==> src/rtl/cnr_pkg.sv <==
package cnr_pkg;
  localparam int ENTRY_W  = 128;
  localparam int CYC_BIT  = 96;
  localparam int TYPE_LSB = 106;
  localparam int TYPE_W   = 6;
  localparam int CODE_LSB = 88;
  localparam int CODE_W   = 8;

  localparam logic [TYPE_W-1:0] TYPE_NOOP_CMD = 6'd23;
  localparam logic [TYPE_W-1:0] TYPE_CMD_DONE = 6'd33;
  localparam logic [CODE_W-1:0] CODE_OK       = 8'd1;
  localparam logic [CODE_W-1:0] CODE_ERR      = 8'd5;

  typedef enum logic [1:0] {
    ST_IDLE,
    ST_FETCH,
    ST_POST
  } state_e;
endpackage

==> src/rtl/cnr_ring_ptr.sv <==
// Slot index plus cycle state for a single-segment ring.
module cnr_ring_ptr #(
  parameter int DEPTH = 16,
  localparam int IW = (DEPTH > 1) ? $clog2(DEPTH) : 1
) (
  input  logic          clk_i,
  input  logic          rst_ni,
  input  logic          adv_i,
  output logic [IW-1:0] idx_o,
  output logic [IW-1:0] nxt_o,
  output logic          cyc_o
);
  logic last;

  assign last  = (idx_o == IW'(DEPTH - 1));
  assign nxt_o = last ? '0 : idx_o + 1'b1;

  always_ff @(posedge clk_i or negedge rst_ni) begin
    if (!rst_ni) begin
      idx_o <= '0;
      cyc_o <= 1'b1;
    end else if (adv_i) begin
      idx_o <= nxt_o;
      if (last) cyc_o <= ~cyc_o;
    end
  end
endmodule

==> src/rtl/cnr_irq_ctl.sv <==
// Level interrupt; a set wins over an acknowledge in the same cycle.
module cnr_irq_ctl (
  input  logic clk_i,
  input  logic rst_ni,
  input  logic set_i,
  input  logic ack_i,
  output logic irq_o
);
  always_ff @(posedge clk_i or negedge rst_ni) begin
    if (!rst_ni) irq_o <= 1'b0;
    else         irq_o <= set_i | (irq_o & ~ack_i);
  end
endmodule

==> src/rtl/cnr_evt_build.sv <==
module cnr_evt_build import cnr_pkg::*; #(
  parameter int AW = 64
) (
  input  logic [AW-1:0]      cmd_addr_i,
  input  logic [CODE_W-1:0]  code_i,
  input  logic               cyc_i,
  output logic [ENTRY_W-1:0] evt_o
);
  always_comb begin
    evt_o                         = '0;
    evt_o[63:0]                   = 64'(cmd_addr_i);
    evt_o[CODE_LSB +: CODE_W]     = code_i;
    evt_o[CYC_BIT]                = cyc_i;
    evt_o[TYPE_LSB +: TYPE_W]     = TYPE_CMD_DONE;
  end
endmodule

==> src/rtl/cmd_noop_responder.sv <==
module cmd_noop_responder import cnr_pkg::*; #(
  parameter int CMD_DEPTH = 16,
  parameter int EVT_DEPTH = 16,
  parameter int DB_W      = 8,
  parameter int AW        = 64,
  localparam int CIW = (CMD_DEPTH > 1) ? $clog2(CMD_DEPTH) : 1,
  localparam int EIW = (EVT_DEPTH > 1) ? $clog2(EVT_DEPTH) : 1
) (
  input  logic               clk_i,
  input  logic               rst_ni,
  input  logic               db_wr_i,
  input  logic [DB_W-1:0]    db_idx_i,
  input  logic [AW-1:0]      cmd_base_i,
  output logic               cmd_req_o,
  output logic [AW-1:0]      cmd_addr_o,
  input  logic               cmd_ack_i,
  input  logic [ENTRY_W-1:0] cmd_data_i,
  input  logic [AW-1:0]      evt_base_i,
  input  logic [EIW-1:0]     evt_deq_idx_i,
  output logic               evt_we_o,
  output logic [AW-1:0]      evt_addr_o,
  output logic [ENTRY_W-1:0] evt_data_o,
  output logic               irq_o,
  input  logic               irq_ack_i
);
  state_e             state_q, state_d;
  logic               db_pend_q;
  logic [CODE_W-1:0]  code_q;
  logic [CIW-1:0]     cmd_idx, cmd_nxt;
  logic [EIW-1:0]     evt_idx, evt_nxt;
  logic               cmd_cyc, evt_cyc;
  logic               db_hit, owned, evt_full, post;
  logic [TYPE_W-1:0]  cmd_type;
  logic               unused_cmd_bits;

  assign db_hit   = db_wr_i && (db_idx_i == '0);
  assign owned    = (cmd_data_i[CYC_BIT] == cmd_cyc);
  assign cmd_type = cmd_data_i[TYPE_LSB +: TYPE_W];
  assign evt_full = (evt_nxt == evt_deq_idx_i);
  assign post     = (state_q == ST_POST) && !evt_full;
  assign unused_cmd_bits = ^{cmd_data_i, cmd_nxt};

  cnr_ring_ptr #(.DEPTH(CMD_DEPTH)) u_cmd_ptr (
    .clk_i (clk_i),
    .rst_ni(rst_ni),
    .adv_i (post),
    .idx_o (cmd_idx),
    .nxt_o (cmd_nxt),
    .cyc_o (cmd_cyc)
  );

  cnr_ring_ptr #(.DEPTH(EVT_DEPTH)) u_evt_ptr (
    .clk_i (clk_i),
    .rst_ni(rst_ni),
    .adv_i (post),
    .idx_o (evt_idx),
    .nxt_o (evt_nxt),
    .cyc_o (evt_cyc)
  );

  cnr_irq_ctl u_irq (
    .clk_i (clk_i),
    .rst_ni(rst_ni),
    .set_i (post),
    .ack_i (irq_ack_i),
    .irq_o (irq_o)
  );

  cnr_evt_build #(.AW(AW)) u_build (
    .cmd_addr_i(cmd_addr_o),
    .code_i    (code_q),
    .cyc_i     (evt_cyc),
    .evt_o     (evt_data_o)
  );

  assign cmd_addr_o = cmd_base_i + (AW'(cmd_idx) << 4);
  assign evt_addr_o = evt_base_i + (AW'(evt_idx) << 4);
  assign cmd_req_o  = (state_q == ST_FETCH);
  assign evt_we_o   = post;

  always_comb begin
    state_d = state_q;
    unique case (state_q)
      ST_IDLE:  if (db_hit || db_pend_q) state_d = ST_FETCH;
      ST_FETCH: if (cmd_ack_i) state_d = owned ? ST_POST : ST_IDLE;
      ST_POST:  if (!evt_full) state_d = ST_FETCH;
      default:  state_d = ST_IDLE;
    endcase
  end

  always_ff @(posedge clk_i or negedge rst_ni) begin
    if (!rst_ni) begin
      state_q   <= ST_IDLE;
      db_pend_q <= 1'b0;
      code_q    <= '0;
    end else begin
      state_q <= state_d;
      // a doorbell seen mid-batch forces one more ring poll
      if (state_q == ST_IDLE) db_pend_q <= 1'b0;
      else if (db_hit)        db_pend_q <= 1'b1;
      if (state_q == ST_FETCH && cmd_ack_i && owned)
        code_q <= (cmd_type == TYPE_NOOP_CMD) ? CODE_OK : CODE_ERR;
    end
  end
endmodule

==> config.mk <==
export PLATFORM = sky130hd
export DESIGN_NAME = cmd_noop_responder
export DESIGN_NICKNAME = d
export VERILOG_FILES = /design/src/rtl/cnr_pkg.sv /design/src/rtl/cnr_ring_ptr.sv /design/src/rtl/cnr_irq_ctl.sv /design/src/rtl/cnr_evt_build.sv /design/src/rtl/cmd_noop_responder.sv
export SDC_FILE = /design/constraint.sdc
export NUM_CORES = 1
export LEC_CHECK = 0
export BUFFER_PORTS_ARGS = -buffer_cell sky130_fd_sc_hd__buf_4
export CAP_MARGIN = 20
export CORE_AREA = 2 2 207 209
export DETAILED_ROUTE_END_ITERATION = 6
export DIE_AREA = 0 0 209 211
export PLACE_DENSITY_LB_ADDON = 0.12
export SETUP_SLACK_MARGIN = 0.2
export SKIP_LAST_GASP = 1
export SLEW_MARGIN = 25
export SYNTH_ARGS = -nofsm -noshare
export SYNTH_HDL_FRONTEND = slang
export SYNTH_HIERARCHICAL = 1
export SYNTH_SLANG_ARGS = --single-unit
==> constraint.sdc <==
create_clock -name clk_i -period 4 [get_ports clk_i]
set_input_delay 0.2 -clock clk_i [delete_from_list [all_inputs] [get_ports clk_i]]
set_output_delay 0.2 -clock clk_i [all_outputs]
set_load 0.05 [all_outputs]
Yosys cells after proc, flatten, opt, wreduce, memory -nomap -nowiden
Index checks and enable logic that the tools add are counted.
- reduce and logical (&&, ||, !) cells: 12
- magnitude comparators: 0
- bitwise gates (word level): 5
- div/mod/pow operators: 0
- muxes and demuxes: 10
- shift operators: 0
- multipliers: 0
- $add $sub $neg: 4
- equal/unequal tests: 10
- operators by type and width (kind ; number):
    64-bit by 8-bit adder with 64-bit output ; 2
    4-bit by 1-bit adder with 4-bit output, second input constant ; 2
    4-bit == test, second input constant ; 2
    8-bit zero test ; 1
    2-bit 2-to-1 mux ; 4
    4-bit 2-to-1 mux ; 2
    6-bit by 5-bit == test with 1-bit output, second input constant ; 1
    2-bit case mux with 3 select lines ; 1
    4-bit == test ; 1
    1-bit logical AND ; 4
    2-bit inequality test, second input constant ; 2
    2-bit AND reduction ; 2
    3-bit 2-to-1 mux ; 1
    1-bit NOT ; 3
    3-bit AND reduction ; 1
    2-bit by 1-bit == test with 1-bit output, second input constant ; 1
    2-bit == test, second input constant ; 1
    2-bit zero test ; 1
    1-bit 2-to-1 mux ; 2
    2-bit by 1-bit inequality test with 1-bit output, second input constant ; 1
    2-bit nonzero test ; 1
    1-bit bitwise AND ; 1
    1-bit == test ; 1
    1-bit zero test ; 1
    other kinds (2) ; 2
- register bits after elaboration: 22
- memory bits (writable): 0
- ROM bits: 0
- memories: 0
- input port bits: 273
- bits in latches: 0
- output and inout bits: 259
- word-level logic and storage cells: 49

Depth between registers and ports, before layout
- depth in word-level cells: 6
- mapped depth: 10
- gate-level depth less buffers: 8

Modules after synthesis
The synthesis kept the hierarchy.
- by module, submodules not included (module ; seq. area each (um^2) ; area an instance (um^2) ; cells an instance ; instances):
    cmd_noop_responder ; 125.1 ; 3006.6 ; 444 ; 1
    cnr_evt_build ; 0.0 ; 968.4 ; 130 ; 1
    cnr_ring_ptr ; 126.4 ; 269.0 ; 24 ; 2
    cnr_irq_ctl ; 25.0 ; 36.3 ; 3 ; 1

Worst setup path before layout
Ideal clock, no wire load.
- kind: register -> output
- start: register u_cmd_ptr.idx_o[0]
- end: output port evt_data_o[56]
- arrival time: 3209 ps
- stages on the path, launching flop included: 11
- path buffers: 2
- slack: 591 ps
- data required time: 3800 ps
- path through: dfrtp_1 ha_1 inv_1 fa_1 nand2b_1 a21oi_1 and4_1 clkbuf_1 nand4_1 xnor2_1 buf_4
- cells in the longest elaborated chain, start to end: 1
- ends and longest elaborated chain (what ; line ; text):
    from (decl) ; cnr_ring_ptr.sv:9 ; output logic [IW-1:0] idx_o,
    from (signal assigned) ; cnr_ring_ptr.sv:23 ; idx_o <= nxt_o;
    64-bit by 8-bit adder with 64-bit output ; cmd_noop_responder.sv:76 ; assign cmd_addr_o = cmd_base_i + (AW'(cmd_idx) << 4);
    to (decl) ; cmd_noop_responder.sv:22 ; output logic [ENTRY_W-1:0] evt_data_o,
Every way passes these cells.

Worst setup path in the final report
- start: register u_cmd_ptr.idx_o[0]
- end: output port cmd_addr_o[22]
- cells in the longest elaborated chain, start to end: 1
- ends and longest elaborated chain (what ; line ; text):
    64-bit by 8-bit adder with 64-bit output ; cmd_noop_responder.sv:76 ;
    to (decl) ; cmd_noop_responder.sv:15 ; output logic [AW-1:0] cmd_addr_o,
Every way passes these cells.

==> metrics.csv <==
metric;value;unit
status;finished, final reports clean;
path_buf_inv;2;
finalSetupTns;0;ns
crit_chain;ha_1 -> inv_1 -> fa_1 -> nand2b_1 -> a21o_1 -> nor3_1 -> nand3_1 -> xnor2_1 -> buf_4;
final.setup.worst_slack;0.4816;ns
synthesis.instances;621;
crit_type;reg -> out;
clkSinkCount;16;
fin_crit_sh;87.96;%
area_delta_synth_final;54.12;%
max_stage_delay;0.55;ns
placed_area;6870;um2
hold_path_class;in -> reg;
drc;0;
fin_crit;3.518;ns
stdcell_area;6969;um2
finClkSkew;0.002900;ns
vias_per_cell;3.505;
cts_max_level;1;
synth_area;4522;um2
endpoint_kind;output port;
p_per_area;238.3;nW/um2
dp_slack;0.7482;ns
overflow;0;
row_count;75;
clock.fmax;284.2;MHz
coreArea;41760;um2
grt_max_degree;17;
drtAntennaViolNets;0;
dieArea;44100;um2
hold_viol_final;0;
drt_iter0_drc;162;
initial_core_util;10.83;%
cp.arrival;3.32;ns
finalPower;1661;uW
cts_setup_buffers;0;
cts_max_path_buffers;2;
insertedDiodeCount;0;
ios;532;
drv_cap;0;
final_max_slew_viol_count;0;
dr.pass1.iters;4;
grt_use_total;8.850;%
crit_family;simple AND/OR/NAND/NOR gates;
vias;4963;
clk_pin_slew;0.05;ns
wl_per_cell;14.82;um
worst_pin_slew;0.8920;ns
cts-root-buf;clkbuf_16;
ir_drop;142.4;uV
synth_warnings;6;
cts_tree;done;
die_w;209;um
slew_headroom;39.98;%
dpl.hpwl;18930;um
numCtsBuffers;3;
grt_pass1_vias;4957;
clock_latency;0.25;ns
cpMaxStageDelayCell;nor3_1;
drive_gt1_share;40.36;%
nets;1163;
fp.dieH;211;um
crit_path_start_kind;register;
crit_required;3.80;ns
wirelength;20990;um
port_buffers;329;
rsz0062_at_grt;no;
report.final.setup_viol;0;
gp_congestion;0.7437;
antenna_found_initial;0;
p_leak;0.003155;uW
cp_max_fo;6;
ctsResizeCount;0;
grt_pass1_wl;30460;um
synth.avg_cell_area;7.282;um2
==> flip-flops by register name, summed over array words and instances, names as in the netlist <==
register	flops
state_q	2
u_evt_ptr/idx_o	4
u_irq/irq_o	1
u_evt_ptr/cyc_o	1
u_cmd_ptr/idx_o	4
code_q	2
db_pend_q	1
u_cmd_ptr/cyc_o	1
==> final timing paths <==
| check | from | endpoint | slack [ns] | cells past startpoint |
|---|---|---|---|---|
| max | u_cmd_ptr/idx_o[0] | cmd_addr_o[22] | 0.48 | 9 |
| min in group asynchronous | rst_ni | u_irq/irq_o | 0.35 | 2 |
| min reg2reg | u_irq/irq_o | u_irq/irq_o | 0.49 | 1 |
| max reg2reg | u_evt_ptr/idx_o[0] | u_cmd_ptr/idx_o[1] | 1.69 | 8 |
| min | irq_ack_i | u_irq/irq_o | 0.23 | 3 |
| max in group asynchronous | rst_ni | u_cmd_ptr/cyc_o | 3.40 | 2 |
==> metal layers <==
layer,vias to the layer above,track usage (%),wire (um),part of all wire (%)
li1,2478,-,-,-
met1,2300,11.58,9208,44
met2,174,16.24,10910,52
met3,11,0.6839,714,3.4
met4,0,1.084,158,0.75
met5,-,0,0,0
==> cell type report <==
type	count	area [um2]
fillers	4776	34790
multi-input cells	503	3211
repair buffers	336	2525
well taps	539	674.4
flip-flops and latches	16	402.9
clock buffers	4	88.84
inverters	18	67.56
==> tightest hold or removal path: stages <==
cell and delay, ns:
buf_4 0.11, inv_1 0.04, a21o_1 0.10
==> report_power, final <==
part | switching [uW] | internal, uW | total, uW
Combinational | 873 | 363 | 1240
Clock | 67.1 | 152 | 219
Sequential | 25.2 | 180 | 205
Total | 965 | 695 | 1660
==> cells in the final DEF, fill, tap and decap left out, types with 10 or more instances in the layout <==
cell type,instances
buf_4,335
xnor2_1,68
conb_1,61
xor2_1,56
nand4_1,44
nand2_1,42
nor2_1,42
nand3_1,36
nor3_1,25
nor4_1,21
and3_1,19
inv_1,18
dfrtp_1,14
and4_1,11
ha_1,10
==> what timing repair did <==
item,4_1_cts,5_1_grt
endpoints found under the setup margin,0,0
hold buffers,1,0
endpoints found under the hold margin,14,0
==> metrics by stage <==
stage | hold slack, ns | utilization (%) | std cells
2_1_floorplan | -0.09559 | - | 679
3_3_place_gp | 0.08876 | 16.45 | 1411
3_5_place_dp | 0.08830 | 16.45 | 1411
4_1_cts | 0.2256 | 16.69 | 1416
5_1_grt | 0.2440 | 16.69 | 1416
6_report | 0.2261 | 16.69 | 1416
Note: power is estimated with default switching activity, not from simulation.
